File: config.mk
export PLATFORM = sky130hd
export DESIGN_NAME = page_mapper
export DESIGN_NICKNAME = d
export VERILOG_FILES = /design/src/rtl/pm_pkg.sv /design/src/rtl/pm_regs.sv /design/src/rtl/pm_decode.sv /design/src/rtl/page_mapper.sv
export SDC_FILE = /design/constraint.sdc
export NUM_CORES = 1
export LEC_CHECK = 0
export ABC_AREA = 0
export ABC_CLOCK_PERIOD_IN_PS = 1300
export CAP_MARGIN = 30
export CORE_MARGIN = 2
export CORE_UTILIZATION = 25
export CTS_BUF_LIST = sky130_fd_sc_hd__clkbuf_8
export DETAILED_ROUTE_END_ITERATION = 10
export PLACE_DENSITY = 0.6
export SETUP_SLACK_MARGIN = 0.02
export SYNTH_ARGS = -nofsm -noshare
export SYNTH_HDL_FRONTEND = slang
export SYNTH_SLANG_ARGS = --single-unit
export TNS_END_PERCENT = 100
File: constraint.sdc
create_clock -name clk_i -period 1.3 [get_ports clk_i]
set_input_delay 0.26 -clock clk_i [delete_from_list [all_inputs] [get_ports clk_i]]
set_output_delay 0.26 -clock clk_i [all_outputs]
set_load 0.005 [all_outputs]
File: src/rtl/pm_pkg.sv
package pm_pkg;
  localparam int CPU_AW  = 16;
  localparam int OFF_W   = 14;
  localparam int PAGE_W  = 8;
  localparam int PHYS_AW = PAGE_W + OFF_W;
  localparam int WIN_W   = CPU_AW - OFF_W;
  localparam int NUM_WIN = 1 << WIN_W;

  typedef enum logic [1:0] {
    MT_ROM  = 2'd0,
    MT_RAM  = 2'd1,
    MT_IO   = 2'd2,
    MT_RSVD = 2'd3
  } mem_type_e;
endpackage

File: src/rtl/pm_regs.sv
module pm_regs
  import pm_pkg::*;
#(
  parameter logic [7:0] TYPE_ADDR = 8'h9A,
  parameter logic [7:0] PAGE_BASE = 8'h9B
) (
  input  logic                                 clk_i,
  input  logic                                 rst_ni,
  input  logic [7:0]                           sfr_addr_i,
  input  logic                                 sfr_we_i,
  input  logic [7:0]                           sfr_wdata_i,
  output logic [7:0]                           sfr_rdata_o,
  output logic [NUM_WIN-1:0][PAGE_W-1:0]       page_o,
  output mem_type_e [NUM_WIN-1:0]              type_o
);
  localparam int TYPE_BITS = 2 * (NUM_WIN - 1);

  logic [TYPE_BITS-1:0] type_q;
  logic [PAGE_W-1:0]    page_q [NUM_WIN];

  always_ff @(posedge clk_i or negedge rst_ni) begin
    if (!rst_ni) type_q <= '0;
    else if (sfr_we_i && sfr_addr_i == TYPE_ADDR) type_q <= sfr_wdata_i[TYPE_BITS-1:0];
  end

  // window 0 is fixed: RAM page 0
  assign page_q[0] = '0;
  assign page_o[0] = '0;
  assign type_o[0] = MT_RAM;

  for (genvar w = 1; w < NUM_WIN; w++) begin : g_win
    localparam logic [7:0] WADDR = 8'(PAGE_BASE + 8'(w - 1));
    always_ff @(posedge clk_i or negedge rst_ni) begin
      if (!rst_ni) page_q[w] <= '0;
      else if (sfr_we_i && sfr_addr_i == WADDR) page_q[w] <= sfr_wdata_i[PAGE_W-1:0];
    end
    assign page_o[w] = page_q[w];
    assign type_o[w] = mem_type_e'(type_q[2*(w-1) +: 2]);
  end

  always_comb begin
    sfr_rdata_o = '0;
    if (sfr_addr_i == TYPE_ADDR) sfr_rdata_o = 8'(type_q);
    for (int w = 1; w < NUM_WIN; w++) begin
      if (sfr_addr_i == 8'(PAGE_BASE + 8'(w - 1))) sfr_rdata_o = 8'(page_q[w]);
    end
  end
endmodule

File: src/rtl/pm_decode.sv
module pm_decode
  import pm_pkg::*;
(
  input  logic [CPU_AW-1:0]               cpu_addr_i,
  input  logic                            mem_en_i,
  input  logic [NUM_WIN-1:0][PAGE_W-1:0]  page_i,
  input  mem_type_e [NUM_WIN-1:0]         type_i,
  output logic [PHYS_AW-1:0]              phys_addr_o,
  output logic                            rom_cs_o,
  output logic                            ram_cs_o,
  output logic                            io_cs_o
);
  logic [WIN_W-1:0] win;
  mem_type_e        sel_type;

  assign win         = cpu_addr_i[CPU_AW-1 -: WIN_W];
  assign sel_type    = type_i[win];
  assign phys_addr_o = {page_i[win], cpu_addr_i[OFF_W-1:0]};

  always_comb begin
    rom_cs_o = 1'b0;
    ram_cs_o = 1'b0;
    io_cs_o  = 1'b0;
    if (mem_en_i) begin
      unique case (sel_type)
        MT_ROM:  rom_cs_o = 1'b1;
        MT_RAM:  ram_cs_o = 1'b1;
        MT_IO:   io_cs_o  = 1'b1;
        default: ;
      endcase
    end
  end
endmodule

File: src/rtl/page_mapper.sv
module page_mapper
  import pm_pkg::*;
#(
  parameter logic [7:0] TYPE_ADDR = 8'h9A,
  parameter logic [7:0] PAGE_BASE = 8'h9B
) (
  input  logic                 clk_i,
  input  logic                 rst_ni,
  input  logic [7:0]           sfr_addr_i,
  input  logic                 sfr_we_i,
  input  logic [7:0]           sfr_wdata_i,
  output logic [7:0]           sfr_rdata_o,
  input  logic                 mem_en_i,
  input  logic [CPU_AW-1:0]    cpu_addr_i,
  output logic [PHYS_AW-1:0]   phys_addr_o,
  output logic                 rom_cs_o,
  output logic                 ram_cs_o,
  output logic                 io_cs_o
);
  logic [NUM_WIN-1:0][PAGE_W-1:0] page;
  mem_type_e [NUM_WIN-1:0]        wtype;

  pm_regs #(.TYPE_ADDR(TYPE_ADDR), .PAGE_BASE(PAGE_BASE)) u_regs (
    .clk_i       (clk_i),
    .rst_ni      (rst_ni),
    .sfr_addr_i  (sfr_addr_i),
    .sfr_we_i    (sfr_we_i),
    .sfr_wdata_i (sfr_wdata_i),
    .sfr_rdata_o (sfr_rdata_o),
    .page_o      (page),
    .type_o      (wtype)
  );

  pm_decode u_dec (
    .cpu_addr_i  (cpu_addr_i),
    .mem_en_i    (mem_en_i),
    .page_i      (page),
    .type_i      (wtype),
    .phys_addr_o (phys_addr_o),
    .rom_cs_o    (rom_cs_o),
    .ram_cs_o    (ram_cs_o),
    .io_cs_o     (io_cs_o)
  );
endmodule

==> results of run 1 <==
[worst paths after layout]
path	slack, ns	depth (start not counted)	end
worst max-delay path	-0.42	4	io_cs_o
worst min-delay path	0.34	2	u_regs.page_o[12]
worst max register to register	0.31	3	u_regs.page_o[25]
worst min register to register	0.54	1	u_regs.page_o[21]
max in group asynchronous	0.78	2	u_regs.page_o[16]
min in group clk_i	0.49	4	u_regs.page_o[30]
[worst register-to-register path, delay by kind of cell (launching register included)]
kind,cells,cell delay [ns]
buffers and inverters,2,0.24
DFF,1,0.40
muxes,1,0.24
[per-layer routing]
| metal | routed length [um] | share of wire | vias to the layer above | track usage |
|---|---|---|---|---|
| met5 | 0 | 0 | - | 0 |
| met4 | 102 | 0.019 | 0 | 0.0513 |
| met3 | 207 | 0.038 | 12 | 0.0344 |
| met2 | 2680 | 0.50 | 41 | 0.242 |
| met1 | 2400 | 0.45 | 760 | 0.160 |
| li1 | - | - | 729 | - |
[state kept, by name (all words and copies together) (netlist names)]
| signal | cells |
|---|---|
| u_regs.type_q | 6 |
| u_regs.page_o | 24 |
[stage by stage]
step	cells	TNS, ns	instance area, um^2
final	337	-4.57	2900
after global routing	337	-5.94	2900
after CTS	336	-5.15	2850
after detailed placement	306	-37.54	2530
after global placement	306	-37.38	2530
after floorplan	156	-1.20	1890
[kinds of logic after synthesis]
family | Yosys count | share of synthesized area
muxes | 52 | 0.325
DFF | 30 | 0.407
and+or+nand+nor | 30 | 0.0969
buffers and inverters | 24 | 0.0854
AOI/OAI and AO/OA | 20 | 0.0867
[what timing repair did]
| item | in CTS | in global routing |
|---|---|---|
| setup buffers | 24 | 2 |
| gates resized for setup | 169 | 13 |
| endpoints found under the setup margin | 49 | 35 |
| pin swaps | 12 | 10 |
| hold buffers | 0 | 0 |
[final cells by class]
type,instances,area (um^2)
multi-input combinational,102,1120
timing repair buffer,95,805
sequential,30,751
fill,757,4320
tap,99,124
inverter,3,11.3
clock buffer,6,82.6
clock inverter,2,8.76
[cells in the mapped netlist, drive strengths merged]
| cell type | number |
|---|---|
| clkbuf | 2 |
| a22o | 8 |
| nand2 | 3 |
| nand3 | 3 |
| mux2i | 13 |
| and4 | 1 |
| buf | 19 |
| and4b | 1 |
| nand2b | 2 |
| a22oi | 1 |
| or4 | 1 |
| nor2b | 4 |
| dfrtp | 30 |
| inv | 3 |
| a211oi | 2 |
| o22a | 6 |
| o21ai | 3 |
| nor3b | 2 |
| nor3 | 1 |
| nor2 | 8 |
| mux2 | 39 |
| nand4 | 1 |
| nand4b | 1 |
| nand3b | 1 |
| and4bb | 1 |
[report_power, final]
| group | switching (mW) | total (mW) | internal (mW) |
|---|---|---|---|
| clock | 0.354 | 0.772 | 0.419 |
| sequential | 0.0283 | 1.01 | 0.978 |
| combinational | 0.189 | 0.474 | 0.285 |
| total | 0.571 | 2.25 | 1.68 |
==> reports/qor.csv, run 1 <==
stage;metric;value;unit
setup_path;cp-end-kind;output port;
yosys;synthCells;156;
sta;finalHoldViolations;0;
final_layout;final_util;0.402;
route;routedWlPerCell;16.0;um
yosys;yosysTopAreaCellShare;0.407;
yosys;ys_seq_area_frac;0.407;
setup_path;start_kind;flop;
global_routing;grt_max_degree;31;
placed_design;port_buffers;40;
final_layout;diodes;0;
clock_tree;cts.htree.levels;2;
sta;skew;0;ns
route;drt_wl_total;5.38;mm
clock_tree;cts-root-buf;clkbuf_8;
yosys;ys_ff_latch;30;
final_layout;area_delta_synth_final;56.9;%
setup_path;cp_data_required_time;1.04;ns
sta;period_minus_slack;1.72;ns
floorplan;ios;69;
route;viasPerCell;4.58;
sta;fin_crit_sh;1.32;
setup_path;cpMaxStageDelayCell;dfrtp_1;
setup_path;r2r-start;u_regs.page_o[25];
sta;worstMarginPinSlew;0.262;ns
sta;timing.hold.ws;0.337;ns
setup_path;crit_type;flop to output port;
yosys;ys_warn_count;0;
setup_path;cpPeakStageDelay;0.39;ns
setup_path;crit_arrival;1.46;ns
yosys;syn_area;1850;um^2
global_routing;grt.overflow.total;0;
sta;worst_slack;-0.422;ns
floorplan;rows;31;
clock_tree;clkSinkCount;30;
yosys;synth_top_area_cell;dfrtp_1;
clock_tree;clockBufferDepth;2;
final_layout;fin_nets;273;
clock_tree;tritoncts;built;
power_and_ir_drop;irDropWorstVdd;0.494;mV
final_layout;final_layout_size_suffix_gt1_frac;0.655;
floorplan;start_util;0.256;
setup_path;critPathMaxFanout;3;
clock_tree;clk_pin_slew;0.07;ns
sta;finalMaxSlewViolations;0;
yosys;synth.distinct_cells;28;
run_status;status;finished, violations left;
setup_path;cp_top_family;flip-flops;
placed_design;dpl.hpwl;3.61;mm
floorplan;fp.coreArea;7210;um^2
setup_path;path_cells;mux2_4 -> a22o_4 -> nor3b_2 -> buf_2;
final_layout;layout_common_cells;37 x buf_4, 30 x dfrtp_1, 23 x buf_2, 21 x mux2_2;
route;drt_iter0_markers;87;
sta;fmax;581;MHz
setup_path;startpoint;u_regs.type_q[5];
job;maxCapViolCount;0;
global_routing;grt_pass1_vias;1742;
power_and_ir_drop;pwr_density_cell;777;nW/um^2
global_routing;antenna_found_initial;0;
yosys;syn_avg_cell_area;11.8;um^2
run_status;violations;setup timing;
power_and_ir_drop;leakagePower;1.46;nW
route;drc;0;
floorplan;die_h;90.0;um
placed_design;globalplace.congestion;0.744;
clock_tree;cts_buffers;5;
floorplan;dieWidth;90.0;um
final_layout;layout_commonest_cell;buf_4;
setup_path;cp_num_buf_inv;1;
sta;rsz0062_at_grt;yes;
route;ant_nets;0;
sta;setup_viol;27;
global_routing;grt_usage;0.137;
placed_design;dp_slack;-1.08;ns
route;dr.pass1.iters;4;
floorplan;dieArea;8090;um^2
yosys;synth_area_leaders;dfrtp_1 41%, mux2_2 19%, mux2i_1 7.0%;
yosys;syn_nets;192;
route;vias;1542;
global_routing;grt_pass1_wl;8.67;mm
clock_tree;worstSkewPairLatency;0.27;ns
power_and_ir_drop;total_power;2.25;mW
min_path;worstHoldPathType;input pin to asynchronous set/reset pin;
sta;slew_headroom;0.826;
Power figures use the tool's default switching activity.
==> run 2: changes to the inputs <==
- SKIP_CTS_REPAIR_TIMING: unset -> 1
==> run 2 against run 1 <==
Net effect: the run still ends with setup timing left; setup slack hardly changed; via count is 4.8% lower; combinational power is 6.8% lower; clock power hardly changed; non-clock buffer count is 13 lower; critical path type unchanged; critical endpoint is now rom_cs_o; highest routed layer unchanged.
==> reports/qor.csv, run 2 (same netlist as run 1, synthesis figures left out) <==
stage;metric;value;unit;change
clock_tree;clkSinkCount;30;;unchanged
setup_path;critPathMaxFanout;3;;unchanged
power_and_ir_drop;switching_share;0.255;;+0.00133
global_routing;gr-max-usage-layer;met2;;
floorplan;die_h;90.0;um;unchanged
sta;finalHoldViolations;0;;unchanged
global_routing;grt.overflow.total;0;;unchanged
route;drt_iter0_markers;80;;-8.0%
route;viasPerCell;4.53;;-0.98%
global_routing;grt_usage;0.123;;-0.0136
setup_path;start_kind;flop;;
setup_path;cp_data_required_time;1.04;ns;about the same
run_status;violations;setup timing;;
clock_tree;tritoncts;built;;
sta;worst_slack;-0.422;ns;-0.0000660 ns
floorplan;rows;31;;unchanged
clock_tree;cts-root-buf;clkbuf_8;;
sta;period_minus_slack;1.72;ns;+0.0000660 ns
sta;fmax;581;MHz;about the same
global_routing;grt_pass1_vias;1560;;-10%
placed_design;globalplace.congestion;0.744;;unchanged
sta;setup_tns;-4.78;ns;-0.204 ns
run_status;status;finished, violations left;;
route;vias;1468;;-4.8%
route;drt_wl_total;5.14;mm;-4.6%
power_and_ir_drop;leakagePower;1.43;nW;-2.0%
sta;worstMarginPinSlew;0.250;ns;-0.0117 ns
floorplan;start_util;0.256;;unchanged
route;dr.pass1.iters;4;;unchanged
power_and_ir_drop;power_frac_seq;0.453;;+0.006
final_layout;layout_common_cells;30 x dfrtp_1, 27 x buf_4, 22 x mux2_4, 17 x mux2_2, 14 x clkbuf_2;;
final_layout;fillers;760;;+0.40%
placed_design;dpl.hpwl;3.61;mm;unchanged
power_and_ir_drop;p_sw;567;uW;-0.60%
sta;slew_headroom;0.832;;+0.00604
power_and_ir_drop;internal-power;1.66;mW;-1.3%
power_and_ir_drop;irDropWorstVdd;0.503;mV;+2.0%
final_layout;fin_nets;260;;-4.8%
setup_path;r2r-start;u_regs.type_q[5];;
route;routedWlPerCell;15.9;um;-0.78%
setup_path;crit_type;flop to output port;;
final_layout;largest_reg_flops;24;;unchanged
clock_tree;clockBufferDepth;2;;unchanged
global_routing;grt_use_met3;0.0352;;+0.000838
final_layout;area_delta_synth_final;52.6;%;
sta;fin_crit_sh;1.32;;about the same
floorplan;dieArea;8090;um^2;unchanged
clock_tree;cts.htree.levels;2;;unchanged
clock_tree;worstSkewPairLatency;0.27;ns;about the same
sta;finalMaxSlewViolations;0;;unchanged
floorplan;dieWidth;90.0;um;unchanged
min_path;worstHoldPathType;input pin to asynchronous set/reset pin;;
floorplan;fp.coreArea;7210;um^2;unchanged
final_layout;register_area;751;um^2;unchanged
final_layout;final_layout_size_suffix_gt1_frac;0.622;;-0.0332
global_routing;grt_max_degree;31;;unchanged
global_routing;grtUsageMet2;0.217;;-0.0259
power_and_ir_drop;comb_power_share;0.199;;-0.011
route;ant_nets;0;;unchanged
placed_design;dp_cells;306;;unchanged
power_and_ir_drop;power_frac_clock;0.348;;+0.005
final_layout;final_cells;324;;-3.9%
sta;skew;0;ns;unchanged
global_routing;grt_pass1_wl;7.78;mm;-10%
placed_design;port_buffers;40;;unchanged
final_layout;layout_commonest_cell;dfrtp_1;;
sta;setup_viol;27;;unchanged
setup_path;reg2reg_depth;3;;unchanged
global_routing;antenna_found_initial;0;;unchanged
setup_path;r2r_end;u_regs.type_q[5];;
clock_tree;clk_pin_slew;0.07;ns;about the same
clock_tree;cts_buffers;5;;unchanged
setup_path;crit_arrival;1.46;ns;about the same
final_layout;diodes;0;;unchanged
final_layout;multi_input_area;1130;um^2;+1.2%
setup_path;rrSetupSlack;0.29;ns;-0.02 ns
sta;rsz0062_at_grt;yes;;
route;drc;0;;unchanged
global_routing;met1_usage;0.146;;-0.0137
floorplan;ios;69;;unchanged
power_and_ir_drop;pwr_density_cell;790;nW/um^2;+1.7%
job;maxCapViolCount;0;;unchanged
setup_path;cp-end-kind;output port;;
sta;timing.hold.ws;0.336;ns;-0.000974 ns
==> run 2: changes by cell type in the layout (fill, tap and decap cells not counted), moves of 7 or more <==
cell / before / now
buf_6: 18 / 11
buf_2: 23 / 10
buf_4: 37 / 27
clkbuf_2: 1 / 14
==> run 2: worst max-delay path by stage <==
stage / startpoint / to / slack [ns] / depth (start not counted)
2_1_floorplan: sfr_addr_i[6] / u_regs.page_o[24] / -0.15 / 4
3_5_place_dp: cpu_addr_i[15] / rom_cs_o / -1.08 / 5
5_1_grt: u_regs.type_q[5] / ram_cs_o / -0.49 / 4
6_report: u_regs.type_q[5] / rom_cs_o / -0.42 / 4
3_3_place_gp: cpu_addr_i[15] / rom_cs_o / -1.05 / 5
4_1_cts: cpu_addr_i[15] / rom_cs_o / -1.11 / 5
==> run 2: metrics by stage <==
step           setup WS [ns]  total power [mW]  utilization  instance area (um^2)
2_1_floorplan         -0.145              1.22            -                  1890
3_3_place_gp           -1.05              1.41        0.351                  2530
3_5_place_dp           -1.08              1.41        0.351                  2530
4_1_cts                -1.11              2.20        0.363                  2620
5_1_grt               -0.489              2.34        0.391                  2820
6_report              -0.422              2.23        0.391                  2820
==> run 2: critical path, stage by stage (launching register included) <==
cell and delay [ns]:
dfrtp_1 0.39, mux2_4 0.27, a22o_4 0.24, nor3_2 0.15, buf_2 0.14
==> run 2: power groups by stage <==
stage	sequential, mW	clock [mW]	combinational [mW]
floorplan	1.02	0	0.202
global route	1.01	0.845	0.477
finish	1.01	0.775	0.442
detailed placement	1.02	0	0.389
global placement	1.02	0	0.383
CTS	1.01	0.800	0.391
==> run 2: area by class of cell <==
type | instances | share of cell area
well taps | 99 | 0.0439
flip-flops and latches | 30 | 0.266
multi-input cells | 102 | 0.401
inverters | 3 | 0.00399
clock inverters | 2 | 0.00311
clock buffers | 6 | 0.0293
repair buffers | 82 | 0.253
==> run 2: routing by layer <==
metal | vias to the layer above | part of all wire
met5 | - | 0
met4 | 0 | 0.016
met3 | 9 | 0.037
met2 | 32 | 0.49
met1 | 728 | 0.46
li1 | 699 | -
==> run 3: changes to the inputs <==
- CORE_UTILIZATION: 25 -> 41
- PLACE_DENSITY: 0.6 -> 0.86
==> run 3 against run 2 <==
Net effect: the run still ends with setup timing left; power rose by 18%; final cell count fell by 13%; global-route usage rose by 6.9 points; utilization rose by 26 points; final area did not move; sequential power barely moved; critical endpoint unchanged; largest cell class unchanged.
==> reports/qor.csv, run 3 (same netlist as run 1, synthesis figures left out) <==
stage;metric;value;unit;change
setup_path;r2r-start;u_regs.type_q[5];;
clock_tree;clkSinkCount;30;;unchanged
floorplan;die_h;71.1;um;-21%
setup_path;r2r_end;u_regs.type_q[5];;
floorplan;ios;69;;unchanged
setup_path;crit_arrival;1.49;ns;+0.03 ns
clock_tree;worstSkewPairLatency;0.28;ns;about the same
floorplan;start_util;0.424;;+0.168
placed_design;globalplace.congestion;0.834;;+12%
sta;setup_viol;27;;unchanged
sta;rsz0062_at_grt;yes;;
power_and_ir_drop;leakagePower;1.52;nW;+6.4%
sta;finalMaxSlewViolations;0;;unchanged
run_status;violations;setup timing;;
final_layout;fillers;324;;-57%
final_layout;register_area;751;um^2;unchanged
placed_design;dpl.hpwl;3.41;mm;-5.5%
setup_path;critPathMaxFanout;3;;unchanged
final_layout;multi_input_area;1060;um^2;-6.3%
run_status;status;finished, violations left;;
global_routing;grt_usage;0.192;;+0.0690
final_layout;final_util;0.647;;+0.257
floorplan;dieArea;5060;um^2;-37%
setup_path;cp-end-kind;output port;;
sta;skew;0;ns;unchanged
final_layout;final_layout_size_suffix_gt1_frac;0.585;;-0.0371
setup_path;rrSetupSlack;0.27;ns;-0.02 ns
route;vias;1592;;+8.4%
final_layout;fin_nets;264;;+1.5%
min_path;worstHoldPathType;input pin to asynchronous set/reset pin;;
setup_path;endpoint;rom_cs_o;;
power_and_ir_drop;irDropWorstVdd;0.642;mV;+28%
final_layout;area_delta_synth_final;52.6;%;unchanged
setup_path;cp_data_required_time;1.04;ns;about the same
setup_path;startpoint;u_regs.type_q[1];;
clock_tree;cts_buffers;5;;unchanged
route;routedWlPerCell;18.7;um;+18%
floorplan;rows;24;;-23%
route;drc;0;;unchanged
final_layout;largest_reg_flops;24;;unchanged
setup_path;start_kind;flop;;
sta;fmax;571;MHz;-1.6%
route;drt_iter0_markers;110;;+38%
clock_tree;cts-root-buf;clkbuf_8;;
job;maxCapViolCount;0;;unchanged
clock_tree;clockBufferDepth;2;;unchanged
sta;setup_tns;-4.93;ns;-0.150 ns
sta;worst_slack;-0.450;ns;-0.0278 ns
floorplan;fp.coreArea;4350;um^2;-40%
global_routing;grt_max_degree;31;;unchanged
route;viasPerCell;5.67;;+25%
clock_tree;tritoncts;built;;
placed_design;dp_slack;-1.00;ns;+0.0813 ns
placed_design;port_buffers;40;;unchanged
global_routing;antenna_found_initial;0;;unchanged
sta;period_minus_slack;1.75;ns;+0.0278 ns
setup_path;crit_type;flop to output port;;
final_layout;diodes;0;;unchanged
sta;worstMarginPinSlew;0.288;ns;+0.0379 ns
route;ant_nets;0;;unchanged
sta;slew_headroom;0.808;;-0.0235
global_routing;grt_pass1_wl;7.38;mm;-5.1%
power_and_ir_drop;total_power;2.63;mW;+18%
route;dr.pass1.iters;4;;unchanged
final_layout;layout_common_cells;30 x buf_4, 30 x dfrtp_1, 23 x mux2_2, 16 x mux2_4, 14 x buf_6;;
power_and_ir_drop;pwr_density_cell;933;nW/um^2;+18%
clock_tree;cts.htree.levels;2;;unchanged
global_routing;grt.overflow.total;0;;unchanged
setup_path;reg2reg_depth;3;;unchanged
floorplan;dieWidth;71.1;um;-21%
sta;fin_crit_sh;1.35;;+0.0214
clock_tree;clk_pin_slew;0.06;ns;about the same
global_routing;grt_pass1_vias;1505;;-3.5%
route;drt_wl_total;5.26;mm;+2.4%
sta;finalHoldViolations;0;;unchanged
==> run 3: changes by cell type in the layout (fill, tap and decap cells not counted), moves of 4 or more <==
cell            previous run  this run
clkbuf_2                  14         9
dlymetal6s2s_1             4         9
mux2_2                    17        23
mux2_4                    22        16
nor2_4                     4         0
==> run 3: worst max-delay path, stage by stage (launching register included) <==
cell     delay, ns
dfrtp_1       0.40
mux2_4        0.28
a22o_4        0.23
nor3_2        0.16
buf_2         0.13
==> run 3: cell type report <==
type	instances	share of cell area
inverters	3	0.00399
repair buffers	86	0.281
multi-input cells	102	0.376
flip-flops and latches	30	0.266
clock buffers	6	0.0293
well taps	52	0.0231
clock inverters	2	0.0213
==> run 3: power by group <==
part	total (mW)	internal [mW]	switching, mW
sequential	1.02	0.979	0.0367
combinational	0.450	0.272	0.178
clock	1.17	0.817	0.349
==> run 3: worst min path at each step <==
stage	from	end	cells past startpoint
floorplan	rst_ni	u_regs.page_o[10]	0
finish	rst_ni	u_regs.page_o[30]	2
global route	rst_ni	u_regs.page_o[31]	2
CTS	rst_ni	u_regs.page_o[30]	2
detailed placement	cpu_addr_i[11]	phys_addr_o[11]	0
global placement	u_regs.page_o[10]	u_regs.page_o[10]	1
==> run 3: stage by stage <==
| stage | cell area, um^2 | hold slack, ns | cells |
|---|---|---|---|
| detailed placement | 2490 | 0.520 | 261 |
| finish | 2820 | 0.347 | 281 |
| CTS | 2630 | 0.343 | 269 |
| global route | 2820 | 0.367 | 281 |
| global placement | 2490 | 0.512 | 261 |
| floorplan | 1890 | -0.0356 | 156 |
==> run 3: routing by layer <==
| metal | track usage | wire (um) | vias up |
|---|---|---|---|
| met5 | 0 | 0 | - |
| met4 | 0.0881 | 147 | 0 |
| met3 | 0.0556 | 339 | 15 |
| met2 | 0.314 | 2700 | 68 |
| met1 | 0.236 | 2070 | 806 |
| li1 | - | - | 703 |
